[src/rtl/pco_pkg.sv]
package pco_pkg;
  localparam int CURS_COLORS = 3;
  localparam int CODE_W      = 2;

  typedef enum logic [CODE_W-1:0] {
    CODE_CLEAR = 2'd0,
    CODE_C0    = 2'd1,
    CODE_C1    = 2'd2,
    CODE_C2    = 2'd3
  } cur_code_e;
endpackage

[src/rtl/pco_axis_cmp.sv]
module pco_axis_cmp #(
  parameter int COORD_W   = 12,
  parameter int CURS_SIZE = 64,
  localparam int OFS_W    = $clog2(CURS_SIZE)
) (
  input  logic [COORD_W-1:0] pos_i,
  input  logic [COORD_W-1:0] base_i,
  output logic               in_win_o,
  output logic [OFS_W-1:0]   ofs_o
);
  logic [COORD_W:0] diff;

  // one extra bit: a negative offset shows in the top bit, never wraps
  assign diff     = {1'b0, pos_i} - {1'b0, base_i};
  assign in_win_o = !diff[COORD_W] && (diff[COORD_W-1:0] < COORD_W'(CURS_SIZE));
  assign ofs_o    = diff[OFS_W-1:0];
endmodule

[src/rtl/pco_code_sel.sv]
module pco_code_sel
  import pco_pkg::*;
#(
  parameter int PAT_W  = 16,
  parameter int RGB_W  = 24,
  localparam int SEL_W = $clog2(PAT_W / CODE_W)
) (
  input  logic [PAT_W-1:0]             word_i,
  input  logic [SEL_W-1:0]             sel_i,
  input  logic                         hit_i,
  input  logic                         blank_i,
  input  logic [RGB_W-1:0]             pal_i,
  input  logic [CURS_COLORS*RGB_W-1:0] curpal_i,
  output logic [RGB_W-1:0]             rgb_o
);
  cur_code_e code;

  assign code = cur_code_e'(word_i[CODE_W*sel_i +: CODE_W]);

  always_comb begin
    if (blank_i)                         rgb_o = '0;
    else if (hit_i && code != CODE_CLEAR) rgb_o = curpal_i[(int'(code) - 1) * RGB_W +: RGB_W];
    else                                 rgb_o = pal_i;
  end
endmodule

[src/rtl/pix_cursor_overlay.sv]
module pix_cursor_overlay
  import pco_pkg::*;
#(
  parameter int COORD_W   = 12,
  parameter int CURS_SIZE = 64,
  parameter int IDX_W     = 8,
  parameter int CHAN_W    = 8,
  parameter int PAT_W     = 16,
  localparam int RGB_W    = 3 * CHAN_W,
  localparam int OFS_W    = $clog2(CURS_SIZE),
  localparam int CPW      = PAT_W / CODE_W,
  localparam int SEL_W    = $clog2(CPW),
  localparam int COL_W    = $clog2(CURS_SIZE / CPW),
  localparam int PAT_AW   = OFS_W + COL_W
) (
  input  logic                         clk_i,
  input  logic                         rst_ni,
  input  logic                         pix_valid_i,
  input  logic [COORD_W-1:0]           pix_x_i,
  input  logic [COORD_W-1:0]           pix_y_i,
  input  logic [IDX_W-1:0]             pix_index_i,
  input  logic [COORD_W-1:0]           curs_x_i,
  input  logic [COORD_W-1:0]           curs_y_i,
  input  logic                         curs_off_i,
  input  logic                         blank_i,
  output logic [IDX_W-1:0]             pal_addr_o,
  input  logic [RGB_W-1:0]             pal_data_i,
  output logic [PAT_AW-1:0]            pat_addr_o,
  input  logic [PAT_W-1:0]             pat_data_i,
  input  logic [CURS_COLORS*RGB_W-1:0] cur_pal_i,
  output logic [RGB_W-1:0]             rgb_o,
  output logic                         rgb_valid_o
);
  logic [COORD_W-1:0] pos_a  [2];
  logic [COORD_W-1:0] base_a [2];
  logic               in_a   [2];
  logic [OFS_W-1:0]   ofs_a  [2];

  assign pos_a[0]  = pix_x_i;
  assign pos_a[1]  = pix_y_i;
  assign base_a[0] = curs_x_i;
  assign base_a[1] = curs_y_i;

  for (genvar a = 0; a < 2; a++) begin : g_axis
    pco_axis_cmp #(.COORD_W(COORD_W), .CURS_SIZE(CURS_SIZE)) u_cmp (
      .pos_i   (pos_a[a]),
      .base_i  (base_a[a]),
      .in_win_o(in_a[a]),
      .ofs_o   (ofs_a[a])
    );
  end

  logic hit_d;
  assign hit_d      = in_a[0] && in_a[1] && !curs_off_i;
  assign pat_addr_o = {ofs_a[1], ofs_a[0][OFS_W-1:SEL_W]};
  assign pal_addr_o = pix_index_i;

  // stage 1: aligned with RAM read data
  logic             v_q, hit_q, blank_q;
  logic [SEL_W-1:0] sel_q;

  always_ff @(posedge clk_i or negedge rst_ni) begin
    if (!rst_ni) begin
      v_q     <= 1'b0;
      hit_q   <= 1'b0;
      blank_q <= 1'b0;
      sel_q   <= '0;
    end else begin
      v_q     <= pix_valid_i;
      hit_q   <= hit_d;
      blank_q <= blank_i;
      sel_q   <= ofs_a[0][SEL_W-1:0];
    end
  end

  logic [RGB_W-1:0] rgb_d;

  pco_code_sel #(.PAT_W(PAT_W), .RGB_W(RGB_W)) u_sel (
    .word_i  (pat_data_i),
    .sel_i   (sel_q),
    .hit_i   (hit_q),
    .blank_i (blank_q),
    .pal_i   (pal_data_i),
    .curpal_i(cur_pal_i),
    .rgb_o   (rgb_d)
  );

  // stage 2: output register
  always_ff @(posedge clk_i or negedge rst_ni) begin
    if (!rst_ni) begin
      rgb_o       <= '0;
      rgb_valid_o <= 1'b0;
    end else begin
      rgb_valid_o <= v_q;
      if (v_q) rgb_o <= rgb_d;
    end
  end
endmodule

[config.mk]
export PLATFORM = sky130hd
export DESIGN_NAME = pix_cursor_overlay
export DESIGN_NICKNAME = d
export VERILOG_FILES = /design/src/rtl/pco_pkg.sv /design/src/rtl/pco_axis_cmp.sv /design/src/rtl/pco_code_sel.sv /design/src/rtl/pix_cursor_overlay.sv
export SDC_FILE = /design/constraint.sdc
export NUM_CORES = 1
export LEC_CHECK = 0
export ABC_AREA = 1
export ABC_CLOCK_PERIOD_IN_PS = 2600
export BUFFER_PORTS_ARGS = -buffer_cell sky130_fd_sc_hd__buf_4
export CAP_MARGIN = 20
export CORE_UTILIZATION = 42
export CTS_CLUSTER_DIAMETER = 80
export DETAILED_ROUTE_END_ITERATION = 16
export PLACE_DENSITY = 0.86
export SYNTH_ARGS = -nofsm -noshare
export SYNTH_HDL_FRONTEND = slang
export SYNTH_SLANG_ARGS = --single-unit
[constraint.sdc]
create_clock -name clk_i -period 2.6 [get_ports clk_i]
set_input_delay 0.26 -clock clk_i [delete_from_list [all_inputs] [get_ports clk_i]]
set_output_delay 0.26 -clock clk_i [all_outputs]
set_load 0.005 [all_outputs]
==> results.sh, run 1 <==
export IMPL_syn_num_nets=894
export IMPL_power_internal_mw=1.57
export IMPL_ys_seq_area_frac=0.193
export IMPL_finClkSkew_ns=0.00980
export IMPL_gp_congestion=0.897
export IMPL_cts_clk_slew_worst_paths_ns=0.08
export IMPL_synth_seq_cells=31
export IMPL_min_path_type="input port to flop"
export IMPL_synth_most_common_cell="nand2_1"
export IMPL_design_die_area_um2=9960
export IMPL_timing_final_crit_share=0.920
export IMPL_die_w_um=99.8
export IMPL_outcome="completed"
export IMPL_r2r_cells=13
export IMPL_port_buffers=198
export IMPL_clock_latency_ns=0.29
export IMPL_critPathLaunchType="flop"
export IMPL_drtAntennaViolNets=0
export IMPL_cts_root_buf="clkbuf_8"
export IMPL_p_clk_frac=0.181
export IMPL_relSlewSlack=0.686
export IMPL_fillers=936
export IMPL_rsz0062_at_grt="no"
export IMPL_placementRows=35
export IMPL_ir_drop_v=0.000238
export IMPL_stdcell_count=1010
export IMPL_r2r_end="rgb_o[2]"
export IMPL_p_per_area_nw_per_um2=488
export IMPL_crit_path_max_fanout=28
export IMPL_cts_tree="done"
export IMPL_synthArstFlopShare=1.00
export IMPL_setup_viol_count_final=0
export IMPL_antenna_found_initial=0
export IMPL_crit_path_end_kind="flop"
export IMPL_clockBufferDepth=2
export IMPL_worstMarginPinSlew_ns=0.470
export IMPL_period_needed_ns=2.39
export IMPL_dp_hpwl_um=11100
export IMPL_reg2reg_slack_ns=0.21
export IMPL_grt_use_total=0.277
export IMPL_finalSetupTns_ns=0
export IMPL_start_util=0.435
export IMPL_cts_buffers=5
export IMPL_comb_power_share=0.621
export IMPL_wl_per_cell_um=13.6
export IMPL_clock_fmax_mhz=418
export IMPL_grt_pass1_vias=5012
export IMPL_timing_final_hold_violations=0
export IMPL_path_class="flop to flop"
export IMPL_cts_sinks=31
export IMPL_whs_path_depth=1
export IMPL_drt_total_wl_um=13700
export IMPL_switching_share=0.441
export IMPL_p_leak_nw=3.34
export IMPL_area_delta_synth_final_pct=42.7
export IMPL_post_cts_buffers=0
export IMPL_synth_area_per_cell_um2=5.80
export IMPL_regToRegStartpoint="sel_q[0]"
export IMPL_io_pins=215
export IMPL_drt_pass1_iterations=5
export IMPL_core_um2=9240
export IMPL_required_ns=2.79
export IMPL_overflow=0
export IMPL_layout_nets=1081
export IMPL_grt_pass1_wl_um=22200
export IMPL_switchingPower_mw=1.23
export IMPL_synth_cell_types=35
export IMPL_cap_violations=0
export IMPL_drive_above_1_share=0.269
export IMPL_seqPwrFrac=0.198
export IMPL_netlist_top_cell_by_area="nand2_1"
export IMPL_vias_per_cell=5.14
export IMPL_synth_flop_cell="dfrtp_1"
export IMPL_cp_startpoint="sel_q[0]"
export IMPL_antenna_cells=0
export IMPL_first_iter_violations=323
export IMPL_grt_start_max_net_pins=46
export IMPL_synthTopCellsByCount="nand2_1 (248), inv_1 (85), nand3_1 (77)"
export IMPL_synth_area_leaders="nand2_1 (23%), dfrtp_1 (19%), nand3_1 (9.6%)"
export IMPL_worstPathArrival_ns=2.58
export IMPL_fp_dieH_um=99.8
export IMPL_htree_num_levels=2
export IMPL_yosysWarnings=0
export IMPL_vias=5194
export IMPL_drc_errors=0
export IMPL_synthesis_area_um2=4020
export IMPL_dp_cells=1001
export IMPL_crit_end="rgb_o[2]"
export IMPL_slew_violations=0
export IMPL_synth_edff_count=0
export IMPL_post_synth_inst_count=693
export IMPL_synth_top_area_share=0.232
## critical path, cell delays in order (launching register included)
cell      delay, ns
dfrtp_2        0.49
inv_8          0.10
o21ai_0        0.07
o221ai_1       0.16
o21ai_0        0.17
ha_1           0.38
buf_12         0.20
nand3_1        0.24
inv_2          0.17
nand2_1        0.08
nand3_1        0.08
nand2_1        0.05
nand2_1        0.05
nand2_1        0.05
## kinds of logic (layout without fill, tap and decap cells)
group | count (synthesis) | after routing | synth area share
XOR/XNOR | 8 | 8 | 0.0174
flip-flops | 31 | 31 | 0.193
AO/OA/AOI/OAI | 69 | 69 | 0.0928
buffers and inverters | 126 | 314 | 0.143
adder cells (fa/ha/maj) | 28 | 28 | 0.0909
AND/OR/NAND/NOR | 431 | 431 | 0.463
## flip-flops by register name, indices dropped and copies added (netlist names)
register     cells
rgb_valid_o      1
hit_q            1
v_q              1
blank_q          1
sel_q            3
rgb_o           24
## routing by layer
metal / share of wire / GRT usage
met5: 0 / 0
met4: 0.043 / 0.128
met3: 0.11 / 0.0689
met2: 0.47 / 0.485
met1: 0.39 / 0.317
## worst min-delay path by stage
stage                     start     endpoint
floorplan                rst_ni      blank_q
CTS                 pix_valid_i          v_q
detailed placement       rst_ni  rgb_valid_o
global route            blank_i      blank_q
finish              pix_valid_i          v_q
global placement         rst_ni  rgb_valid_o
## timing repair
action,in CTS,in global routing
gates resized for setup,0,2
endpoints found under the setup margin,0,9
hold buffers,1,0
endpoints found under the hold margin,31,0
## through the flow
step / cell area [µm²] / util / hold WS, ns / setup slack (ns) / power [mW]
6_report: 5730 / 0.620 / 0.0778 / 0.209 / 2.80
5_1_grt: 5730 / 0.620 / 0.0703 / 0.0293 / 3.02
4_1_cts: 5730 / 0.620 / 0.0788 / 0.0867 / 2.78
3_5_place_dp: 5600 / 0.607 / 0.234 / 0.109 / 2.27
3_3_place_gp: 5600 / 0.607 / 0.230 / 0.199 / 2.26
2_1_floorplan: 4020 / - / -0.0356 / 0.132 / 1.66
## layout by cell type, fill, tap and decap left out, types with 5 or more instances in the layout
| cell | instances |
|---|---|
| clkbuf_8 | 6 |
| nand2_1 | 248 |
| o21bai_1 | 5 |
| nand3_1 | 77 |
| buf_4 | 212 |
| ha_1 | 26 |
| nor2_1 | 64 |
| nand4_1 | 26 |
| dfrtp_1 | 30 |
| xor2_1 | 6 |
| o21ai_1 | 15 |
| inv_1 | 84 |
| a21oi_1 | 25 |
| o21ai_0 | 18 |
## power by group through the flow
stage               Clock (mW)  Sequential [mW]  Combinational, mW
global placement             0            0.561               1.69
CTS                      0.507            0.554               1.72
detailed placement           0            0.562               1.71
finish                   0.507            0.555               1.74
global route             0.529            0.560               1.94
floorplan                    0            0.554               1.10
## final cells by class
class                   instances  area [µm²]  share of cell area
clock buffers                   6        82.6              0.0144
clock inverters                 2        35.0             0.00611
inverters                      90         345              0.0602
multi-input cells             536        2670               0.466
flip-flops and latches         31         777               0.136
well taps                     129         161              0.0282
repair buffers                216        1660               0.290
Note: power is estimated with default switching activity, not from simulation.
==> inputs of run 2 (changes only) <==
CORE_MARGIN = 4   (was default)
==> results.sh, run 2 (same netlist as run 1, synthesis figures left out) <==
export IMPL_outcome="completed"
export IMPL_drc_errors=0
export IMPL_switching_share=0.444
export IMPL_worstMarginPinSlew_ns=0.492
export IMPL_dp_hpwl_um=11600
export IMPL_power_internal_mw=1.55
export IMPL_die_w_um=106
export IMPL_antenna_found_initial=0
export IMPL_top_register="rgb_o"
export IMPL_grt_use_total=0.249
export IMPL_cts_root_buf="clkbuf_8"
export IMPL_io_pins=215
export IMPL_timing_final_crit_share=0.896
export IMPL_p_leak_nw=3.32
export IMPL_setup_viol_count_final=0
export IMPL_crit_path_max_fanout=27
export IMPL_placementRows=35
export IMPL_comb_power_share=0.616
export IMPL_p_per_area_nw_per_um2=489
export IMPL_vias=5119
export IMPL_drt_total_wl_um=14400
export IMPL_clockBufferDepth=2
export IMPL_regArea_um2=777
export IMPL_max_stage_delay_ns=0.49
export IMPL_ir_drop_v=0.000254
export IMPL_cap_violations=0
export IMPL_grt_start_max_net_pins=46
export IMPL_final_util=0.615
export IMPL_totalPowerFinal_mw=2.80
export IMPL_grt_pass1_wl_um=22800
export IMPL_rsz0062_at_grt="no"
export IMPL_cts_buffers=5
export IMPL_fp_dieH_um=106
export IMPL_cts_tree="done"
export IMPL_path_cells="inv_8 -> o21ai_0 -> o22ai_1 -> o21ai_0 -> ha_1 -> clkinv_1 -> buf_12 -> nand2_1 -> inv_1 -> nand2_1 -> nand3_1 -> nand2_1 -> nand2_1 -> nand2_1"
export IMPL_slew_violations=0
export IMPL_first_iter_violations=303
export IMPL_cts_sinks=31
export IMPL_largest_reg_flops=24
export IMPL_grt_pass1_vias=4862
export IMPL_overflow=0
export IMPL_clock_latency_ns=0.29
export IMPL_switchingPower_mw=1.24
export IMPL_crit_family="compound AO/OA/AOI/OAI gates"
export IMPL_cpMostUsedCell="nand2_1"
export IMPL_layout_commonest_cell="nand2_1"
export IMPL_period_needed_ns=2.33
export IMPL_top_regs="rgb_o (24), sel_q (3)"
export IMPL_p_clk_frac=0.186
export IMPL_finalSetupTns_ns=0
export IMPL_area_delta_synth_final_pct=42.1
export IMPL_slowest_stage="dfrtp_2"
export IMPL_finClkSkew_ns=0.00602
export IMPL_htree_num_levels=2
export IMPL_timing_final_hold_violations=0
export IMPL_start_util=0.433
export IMPL_antenna_cells=0
export IMPL_crit_path_end_kind="flop"
export IMPL_clock_fmax_mhz=429
export IMPL_drtAntennaViolNets=0
export IMPL_vias_per_cell=5.08
export IMPL_path_class="flop to flop"
export IMPL_drt_pass1_iterations=7
export IMPL_critPathLaunchType="flop"
export IMPL_layout_nets=1078
export IMPL_min_path_type="input port to flop"
export IMPL_drive_above_1_share=0.265
export IMPL_post_cts_buffers=0
export IMPL_final_cell_mix="nand2_1 (248), buf_4 (209), inv_1 (85)"
export IMPL_multi_input_area_um2=2670
export IMPL_worstPathArrival_ns=2.51
export IMPL_required_ns=2.78
export IMPL_seqPwrFrac=0.198
export IMPL_fillers=899
export IMPL_reg2reg_slack_ns=0.27
export IMPL_relSlewSlack=0.671
export IMPL_gp_congestion=0.930
export IMPL_port_buffers=198
export IMPL_wl_per_cell_um=14.3
export IMPL_cts_clk_slew_worst_paths_ns=0.07
export IMPL_design_die_area_um2=11200
export IMPL_cp_num_buf_inv=4
export IMPL_core_um2=9280
-- run 2: per-layer routing --
layer / share of wire / vias up / global-route usage
met4: 0.029 / 0 / 0.0823
met3: 0.11 / 27 / 0.0845
met1: 0.38 / 2261 / 0.281
li1: - / 2571 / -
met5: 0 / - / 0
met2: 0.48 / 260 / 0.438
-- run 2: metrics by stage --
stage | worst slack (ns) | std cells | area (µm²) | hold slack [ns]
final | 0.270 | 1007 | 5710 | 0.0708
after global routing | 0.0558 | 1007 | 5710 | 0.0590
after CTS | 0.173 | 1007 | 5710 | 0.0706
after detailed placement | 0.191 | 998 | 5580 | 0.234
after global placement | 0.273 | 998 | 5580 | 0.229
after floorplan | 0.132 | 693 | 4020 | -0.0356
-- run 2: area by class of cell --
class | instances | share of cell area
clock inverter | 2 | 0.00613
tap | 129 | 0.0283
inverter | 90 | 0.0605
multi-input combinational | 536 | 0.468
sequential | 31 | 0.136
clock buffer | 6 | 0.0145
timing repair buffer | 213 | 0.287
-- run 2: repair_timing --
action	4_1_cts	5_1_grt
endpoints found under the setup margin	0	7
hold buffers	1	0
endpoints found under the hold margin	31	0
gates resized for setup	0	1
-- run 2: path summary, 6_finish.rpt --
kind                                to   startpoint  depth (start not counted)
hold reg to reg            rgb_valid_o          v_q                          0
hold / removal                     v_q  pix_valid_i                          1
min in group asynchronous    rgb_o[16]       rst_ni                          2
setup / recovery              rgb_o[9]     sel_q[0]                         14
max in group asynchronous     sel_q[0]       rst_ni                          2
setup reg to reg              rgb_o[9]     sel_q[0]                         14
-- run 2: power by group through the flow --
stage / Sequential (mW) / Combinational (mW) / Clock (mW)
floorplan: 0.554 / 1.10 / 0
global placement: 0.561 / 1.68 / 0
detailed placement: 0.561 / 1.70 / 0
CTS: 0.553 / 1.71 / 0.521
global route: 0.559 / 1.90 / 0.548
finish: 0.554 / 1.72 / 0.519
